--- src/rtl/bal_pkg.sv ---
package bal_pkg;
  localparam int unsigned ADDR_W    = 32;
  localparam int unsigned INSTR_W   = 32;
  localparam int unsigned OPC_W     = 8;
  localparam logic [7:0]  OPC_CALL  = 8'hC0;
  localparam int unsigned DISP_W    = 23;
  localparam int unsigned INSTR_LEN = 4;

  typedef struct packed {
    logic              fire;
    logic [ADDR_W-1:0] target;
    logic [ADDR_W-1:0] link;
  } bal_res_t;
endpackage

--- src/rtl/bal_decode.sv ---
module bal_decode #(
  parameter int unsigned OPC_W = 8,
  parameter logic [OPC_W-1:0] OPC_VAL = '0
) (
  input  logic             valid_i,
  input  logic [OPC_W-1:0] opc_i,
  output logic             hit_o
);
  assign hit_o = valid_i && (opc_i == OPC_VAL);
endmodule

--- src/rtl/bal_target_calc.sv ---
module bal_target_calc #(
  parameter int unsigned ADDR_W = 32,
  parameter int unsigned DISP_W = 23
) (
  input  logic [ADDR_W-1:0] pc_i,
  input  logic [DISP_W-1:0] disp_i,
  output logic [ADDR_W-1:0] target_o
);
  localparam int unsigned OFFS_W = DISP_W + 1;

  logic [OFFS_W-1:0] offs_bytes;
  logic [ADDR_W-1:0] offs_ext;

  // halfword count -> byte offset, sign bit is the field msb
  assign offs_bytes = {disp_i, 1'b0};

  generate
    if (ADDR_W > OFFS_W) begin : g_ext
      assign offs_ext = {{(ADDR_W-OFFS_W){offs_bytes[OFFS_W-1]}}, offs_bytes};
    end else begin : g_trunc
      assign offs_ext = offs_bytes[ADDR_W-1:0];
    end
  endgenerate

  assign target_o = pc_i + offs_ext;
endmodule

--- src/rtl/bal_link_calc.sv ---
module bal_link_calc #(
  parameter int unsigned ADDR_W    = 32,
  parameter int unsigned INSTR_LEN = 4
) (
  input  logic [ADDR_W-1:0] pc_i,
  output logic [ADDR_W-1:0] link_o
);
  localparam logic [ADDR_W-1:0] STEP = ADDR_W'(INSTR_LEN);
  assign link_o = pc_i + STEP;
endmodule

--- src/rtl/bal_out_stage.sv ---
module bal_out_stage #(
  parameter int unsigned ADDR_W = 32,
  parameter bit          REG_OUT = 1'b1
) (
  input  logic              clk_i,
  input  logic              rst_ni,
  input  logic              fire_i,
  input  logic [ADDR_W-1:0] target_i,
  input  logic [ADDR_W-1:0] link_i,
  output logic              fire_o,
  output logic [ADDR_W-1:0] target_o,
  output logic [ADDR_W-1:0] link_o
);
  generate
    if (REG_OUT) begin : g_reg
      logic              fire_q;
      logic [ADDR_W-1:0] target_q;
      logic [ADDR_W-1:0] link_q;

      always_ff @(posedge clk_i or negedge rst_ni) begin
        if (!rst_ni) begin
          fire_q <= 1'b0;
        end else begin
          fire_q <= fire_i;
        end
      end

      // data only loads on a hit; holds otherwise
      always_ff @(posedge clk_i or negedge rst_ni) begin
        if (!rst_ni) begin
          target_q <= '0;
          link_q   <= '0;
        end else if (fire_i) begin
          target_q <= target_i;
          link_q   <= link_i;
        end
      end

      assign fire_o   = fire_q;
      assign target_o = target_q;
      assign link_o   = link_q;
    end else begin : g_comb
      logic unused_clk;
      assign unused_clk = clk_i ^ rst_ni;
      assign fire_o   = fire_i;
      assign target_o = target_i;
      assign link_o   = link_i;
    end
  endgenerate
endmodule

--- src/rtl/bal_unit.sv ---
module bal_unit
  import bal_pkg::*;
#(
  parameter bit REG_OUT = 1'b1
) (
  input  logic               clk_i,
  input  logic               rst_ni,
  input  logic               valid_i,
  input  logic [INSTR_W-1:0] instr_i,
  input  logic [ADDR_W-1:0]  pc_i,
  output logic               redirect_o,
  output logic [ADDR_W-1:0]  target_o,
  output logic               link_we_o,
  output logic [ADDR_W-1:0]  link_data_o
);
  localparam int unsigned OPC_LSB = INSTR_W - OPC_W;

  bal_res_t comb_res;
  bal_res_t out_res;
  logic     unused_lsb;

  assign unused_lsb = instr_i[0];

  bal_decode #(
    .OPC_W   (OPC_W),
    .OPC_VAL (OPC_CALL)
  ) decode_i (
    .valid_i (valid_i),
    .opc_i   (instr_i[INSTR_W-1:OPC_LSB]),
    .hit_o   (comb_res.fire)
  );

  bal_target_calc #(
    .ADDR_W (ADDR_W),
    .DISP_W (DISP_W)
  ) target_i (
    .pc_i     (pc_i),
    .disp_i   (instr_i[DISP_W:1]),
    .target_o (comb_res.target)
  );

  bal_link_calc #(
    .ADDR_W    (ADDR_W),
    .INSTR_LEN (INSTR_LEN)
  ) link_i (
    .pc_i   (pc_i),
    .link_o (comb_res.link)
  );

  bal_out_stage #(
    .ADDR_W  (ADDR_W),
    .REG_OUT (REG_OUT)
  ) out_i (
    .clk_i    (clk_i),
    .rst_ni   (rst_ni),
    .fire_i   (comb_res.fire),
    .target_i (comb_res.target),
    .link_i   (comb_res.link),
    .fire_o   (out_res.fire),
    .target_o (out_res.target),
    .link_o   (out_res.link)
  );

  assign redirect_o  = out_res.fire;
  assign link_we_o   = out_res.fire;
  assign target_o    = out_res.target;
  assign link_data_o = out_res.link;
endmodule

--- config.mk ---
export PLATFORM = sky130hd
export DESIGN_NAME = bal_unit
export DESIGN_NICKNAME = d
export VERILOG_FILES = /design/src/rtl/bal_pkg.sv /design/src/rtl/bal_decode.sv /design/src/rtl/bal_target_calc.sv /design/src/rtl/bal_link_calc.sv /design/src/rtl/bal_out_stage.sv /design/src/rtl/bal_unit.sv
export SDC_FILE = /design/constraint.sdc
export NUM_CORES = 1
export LEC_CHECK = 0
export BUFFER_PORTS_ARGS = -buffer_cell sky130_fd_sc_hd__buf_2
export CAP_MARGIN = 20
export CORE_MARGIN = 2
export CORE_UTILIZATION = 50
export CTS_BUF_LIST = sky130_fd_sc_hd__clkbuf_4 sky130_fd_sc_hd__clkbuf_8
export DETAILED_ROUTE_END_ITERATION = 8
export PLACE_DENSITY = 0.79
export SLEW_MARGIN = 5
export SYNTH_ARGS = -nofsm -noshare
export SYNTH_HDL_FRONTEND = slang
export SYNTH_HIERARCHICAL = 1
export SYNTH_SLANG_ARGS = --single-unit
--- constraint.sdc ---
create_clock -name clk_i -period 1 [get_ports clk_i]
set_clock_uncertainty 0.2 [all_clocks]
set_input_delay 0.1 -clock clk_i [delete_from_list [all_inputs] [get_ports clk_i]]
set_output_delay 0.1 -clock clk_i [all_outputs]
set_load 0.02 [all_outputs]
==> results of run 1 <==
==> routing by layer <==
layer  GRT overflow  GRT usage
met4             47      0.838
met1              1      0.763
met3              1      0.554
met2             70      0.973
met5              0     0.0714
==> Yosys cell counts (all sizes together), types with 3 or more instances <==
library cell	count	area share
and3	5	0.0070
inv	8	0.0058
xor2	14	0.024
nand4	16	0.020
nand2	39	0.028
buf	14	0.036
a31oi	7	0.013
o21ai	19	0.019
a21o	9	0.013
mux2	64	0.18
nor3	12	0.012
nand3	24	0.025
dfrtp	65	0.31
ha	31	0.075
a21oi	33	0.033
nor2	34	0.025
clkbuf	9	0.0065
nor4	7	0.017
a211oi	5	0.0082
nor2b	3	0.0036
and4	4	0.0070
xnor2	38	0.064
==> logic make-up after synthesis <==
group                      Yosys count  synth area share
muxes                               64             0.182
and+or+nand+nor                    157             0.163
xor gates and xnor gates            52            0.0877
DFF                                 65             0.313
buffers and inverters               31            0.0479
adders and majority gates           32            0.0785
AOI/OAI and AO/OA                   99             0.128
==> stage by stage <==
stage / util / setup TNS, ns
after CTS: 0.887 / -50.18
after detailed placement: 0.722 / -64.32
after global placement: 0.722 / -62.44
after floorplan: - / -49.54
==> what timing repair did <==
action | 4_1_cts
gates resized for setup | 258
setup endpoints to repair | 131
buffers inserted | 56
hold buffers | 2
gates cloned | 2
pin swaps | 64
endpoints found under the hold margin | 73
==> run_results.csv, run 1 <==
group,metric,value,unit
placement,hpwlAfterDp,12.5,mm
synthesis,synth_seq_cells,65,
synthesis,synth_cells,500,
die,start_util,0.510,
clocking,cts_max_level,3,
timing,worst_endpoint,"out_i/target_o[17]$_DFFE_PN0P_/D",
global_routing,grt_usage,0.770,
synthesis,ys.flop_type,"dfrtp_1",
clocking,clockBufferDepth,2,
placement,routabilityCongestion,0.923,
placement,place_ws,-1.49,ns
die,die_w,106,um
die,die_h,106,um
synthesis,ys_warn_count,6,
global_routing,antenna_found_initial,3,
status,stop_error,"[ERROR GRT-0232] Routing congestion too high. Check the congestion heatmap in the GUI.",
synthesis,synth.cell_area,5190,sq um
status,outcome,"aborted with a tool error",
die,io_pins,133,
die,rows,37,
synthesis,synthArstFlopShare,1.00,
synthesis,synthesis.nets,599,
status,flow.stopped_at,"global routing",
clocking,cts_sinks,65,
synthesis,synth.distinct_cells,69,
synthesis,yosysSeqAreaShare,0.313,
timing,endpoint_type,"register input",
placement,place_area,7350,sq um
placement,port_buffers,131,
global_routing,grt_max_degree,66,
synthesis,postSynthAreaPerCell,10.4,sq um
clocking,numCtsBuffers,9,
synthesis,synth_edf_count,0,
placement,dp.cells,892,
global_routing,gr-total-overflow,119,
clocking,cts_root_buffer,"clkbuf_8",
==> run 2: changes to the inputs <==
Settings changed: CORE_UTILIZATION 50 to 40, CTS_BUF_LIST sky130_fd_sc_hd__clkbuf_4 sky130_fd_sc_hd__clkbuf_8 to default, PLACE_DENSITY 0.79 to default, PLACE_DENSITY_LB_ADDON from default to 0.15.
Clock period 1 ns to 1.3 ns, I/O delays scaled along.
==> run 2 against run 1 <==
Compared with the run above:
- synthesized cell count stayed put
- the flow now finishes, with violations (negative hold slack, negative setup slack)
- synthesized area did not move
==> run_results.csv, run 2 <==
group,metric,value,unit
status,outcome,"finished with violations",
status,failed_checks,"negative hold slack, negative setup slack",
drt,routedWlPerCell,17.0,um
synthesis,yosys-top-cells-area,"dfrtp_1, mux2_4, ha_1, xnor2_1, a21oi_1",
finish,fin_cells,972,
timing,rsz0062_at_grt,"true",
critical_path,path_max_fanout,3,
synthesis,synthArstFlopShare,1.00,
drt,via_count,4979,
timing,fin_crit_sh,1.67,
placement,place_ws,-1.23,ns
clocking,cts_max_level,3,
critical_path,start_kind,"input pin",
run,cap_violations,0,
die,die_h,118,um
critical_path,endpoint_kind,"flip-flop",
synthesis,synth_top_area_frac,0.313,
global_routing,grt_usage,0.237,
die,die-area,13900,sq um
die,die_w,118,um
synthesis,ys.flop_type,"dfrtp_1",
clocking,hold_buffers,4,
timing,relSlewSlack,0.674,
die,rows,41,
power,ir_drop,0.856,mV
timing,setup_violations,64,
global_routing,antenna_found_initial,1,
finish,multi_input_area,3990,sq um
power,p_per_area,890,nW/um^2
placement,routabilityCongestion,0.924,
clocking,clk_latency,0.34,ns
die,core,12700,sq um
placement,port_buffers,131,
critical_path,path_class,"in -> reg",
die,start_util,0.410,
clocking,tritoncts,"yes",
critical_path,path_cells,"buf_8, ha_4, fa_2, a21o_4, a31oi_4, buf_4, or3_4, nand2_1, a31oi_1, xnor2_1, mux2_4",
global_routing,grt_max_degree,66,
global_routing,gr-total-overflow,0,
timing,whs,-0.0918,ns
finish,fin_nets,893,
synthesis,synth.distinct_cells,69,
synthesis,synth_commonest_cells,"dfrtp_1, mux2_4, nand2_1",
critical_path,cp_slowest_cell,"fa_2",
synthesis,synthesis.nets,599,
timing,fin_ws,-0.875,ns
synthesis,synth_edf_count,0,
synthesis,synth.cell_area,5190,sq um
drt,drt-pass1-iter-count,4,
power,totalPowerFinal,7510,uW
finish,final_common_cell,"buf_4",
placement,hpwlAfterDp,12.6,mm
clocking,numCtsBuffers,9,
synthesis,synth_seq_cells,65,
finish,syn2layout_area_growth,62.5,%
drt,drc,0,
finish,drive_gt1_frac,0.610,
timing,worst_pin_slew,0.477,ns
timing,period_needed,2.17,ns
timing,fmax,460,MHz
drt,via_per_inst,5.12,
synthesis,postSynthAreaPerCell,10.4,sq um
global_routing,grt_pass1_wl,26.1,mm
die,io_pins,133,
finish,final_cell_mix,"buf_4, buf_2, dfrtp_1",
placement,dp.cells,931,
clocking,path_clk_slew,0.06,ns
timing,finalHoldViolCount,1,
power,power_leakage,0.00403,uW
synthesis,ys_warn_count,6,
critical_path,required,1.32,ns
timing,maxSlewViolCount,0,
clocking,clockBufferDepth,2,
critical_path,cpPeakStageDelay,0.41,ns
synthesis,yosysSeqAreaShare,0.313,
critical_path,arrival,2.20,ns
finish,ff_latch_area,1630,sq um
drt,antenna_left,0,
finish,nFillCells,972,
clocking,cts_sinks,65,
global_routing,grt_pass1_vias,4972,
synthesis,synth_cells,500,
worst_hold_path,min_path_type,"in -> reg",
drt,drt_wl_total,16.6,mm
synthesis,synthMostInstantiatedCell,"dfrtp_1",
drt,drt_iter0_drc,231,
clocking,cts_root_buffer,"clkbuf_16",
synthesis,synth_top_cell_by_area,"dfrtp_1",
-- run 2: cell counts after synthesis --
No cell type changed its count.
-- run 2: repair_timing --
item	4_1_cts	5_1_grt
endpoints found under the hold margin	70	1
endpoints found under the setup margin	64	64
setup buffers	16	5
resized for setup	50	38
gates cloned	3	0
pin swaps	30	21
-- run 2: final timing paths --
kind	from	slack, ns	cells past startpoint	endpoint
worst min register to register	out_i/target_o[28]$_DFFE_PN0P_	0.30	1	out_i/target_o[28]$_DFFE_PN0P_
worst min-delay path	instr_i[27]	-0.09	3	out_i/fire_o$_DFF_PN0_
worst max-delay path	pc_i[1]	-0.87	11	out_i/target_o[21]$_DFFE_PN0P_
min in group asynchronous	rst_ni	0.13	3	out_i/fire_o$_DFF_PN0_
worst max register to register	out_i/target_o[27]$_DFFE_PN0P_	0.29	1	out_i/target_o[27]$_DFFE_PN0P_
max in group asynchronous	rst_ni	0.47	3	out_i/link_o[21]$_DFFE_PN0P_
-- run 2: layout make-up --
cell class	count	area share
Antenna cell	1	0.000296
Clock buffer	10	0.0283
Clock inverter	6	0.0107
Inverter	8	0.00356
Multi-Input combinational cell	404	0.473
Sequential cell	65	0.193
Tap cell	172	0.0255
Timing Repair Buffer	306	0.266
-- run 2: stage by stage --
stage	setup TNS [ns]	cell area, sq um	util
CTS	-25.21	8280	0.654
global route	-28.78	8440	0.666
finish	-26.26	8440	0.666
detailed placement	-50.83	7470	0.589
global placement	-49.16	7470	0.589
floorplan	-32.26	5660	-
-- run 2: logic make-up after synthesis --
family,Yosys count,synth area share
compound gates,99,0.128
simple gates,157,0.163
buf+inv,31,0.0479
flops,65,0.313
xor+xnor,52,0.0877
mux,64,0.182
fa+ha+maj,32,0.0785
-- run 2: metal layers --
| metal | share of wire | global-route usage | wire length, um | vias up |
|---|---|---|---|---|
| li1 | - | - | - | 2436 |
| met1 | 0.48 | 0.325 | 7900 | 2382 |
| met2 | 0.46 | 0.380 | 7650 | 132 |
| met3 | 0.039 | 0.0441 | 644 | 29 |
| met4 | 0.022 | 0.0723 | 369 | 0 |
| met5 | 0 | 0 | 0 | - |
-- run 2: critical path: cells and delay by family --
family,cells,cell delay [ns]
compound gates,3,0.63
xor+xnor,1,0.13
fa+ha+maj,2,0.57
buf+inv,2,0.25
mux,1,0.27
simple gates,2,0.22
-- run 2: power by group --
group,switching [uW],internal [uW]
Combinational,1310,1310
Sequential,65.7,2140
Clock,947,1740
Total,2330,5180
Note: power is estimated with default switching activity, not from simulation.
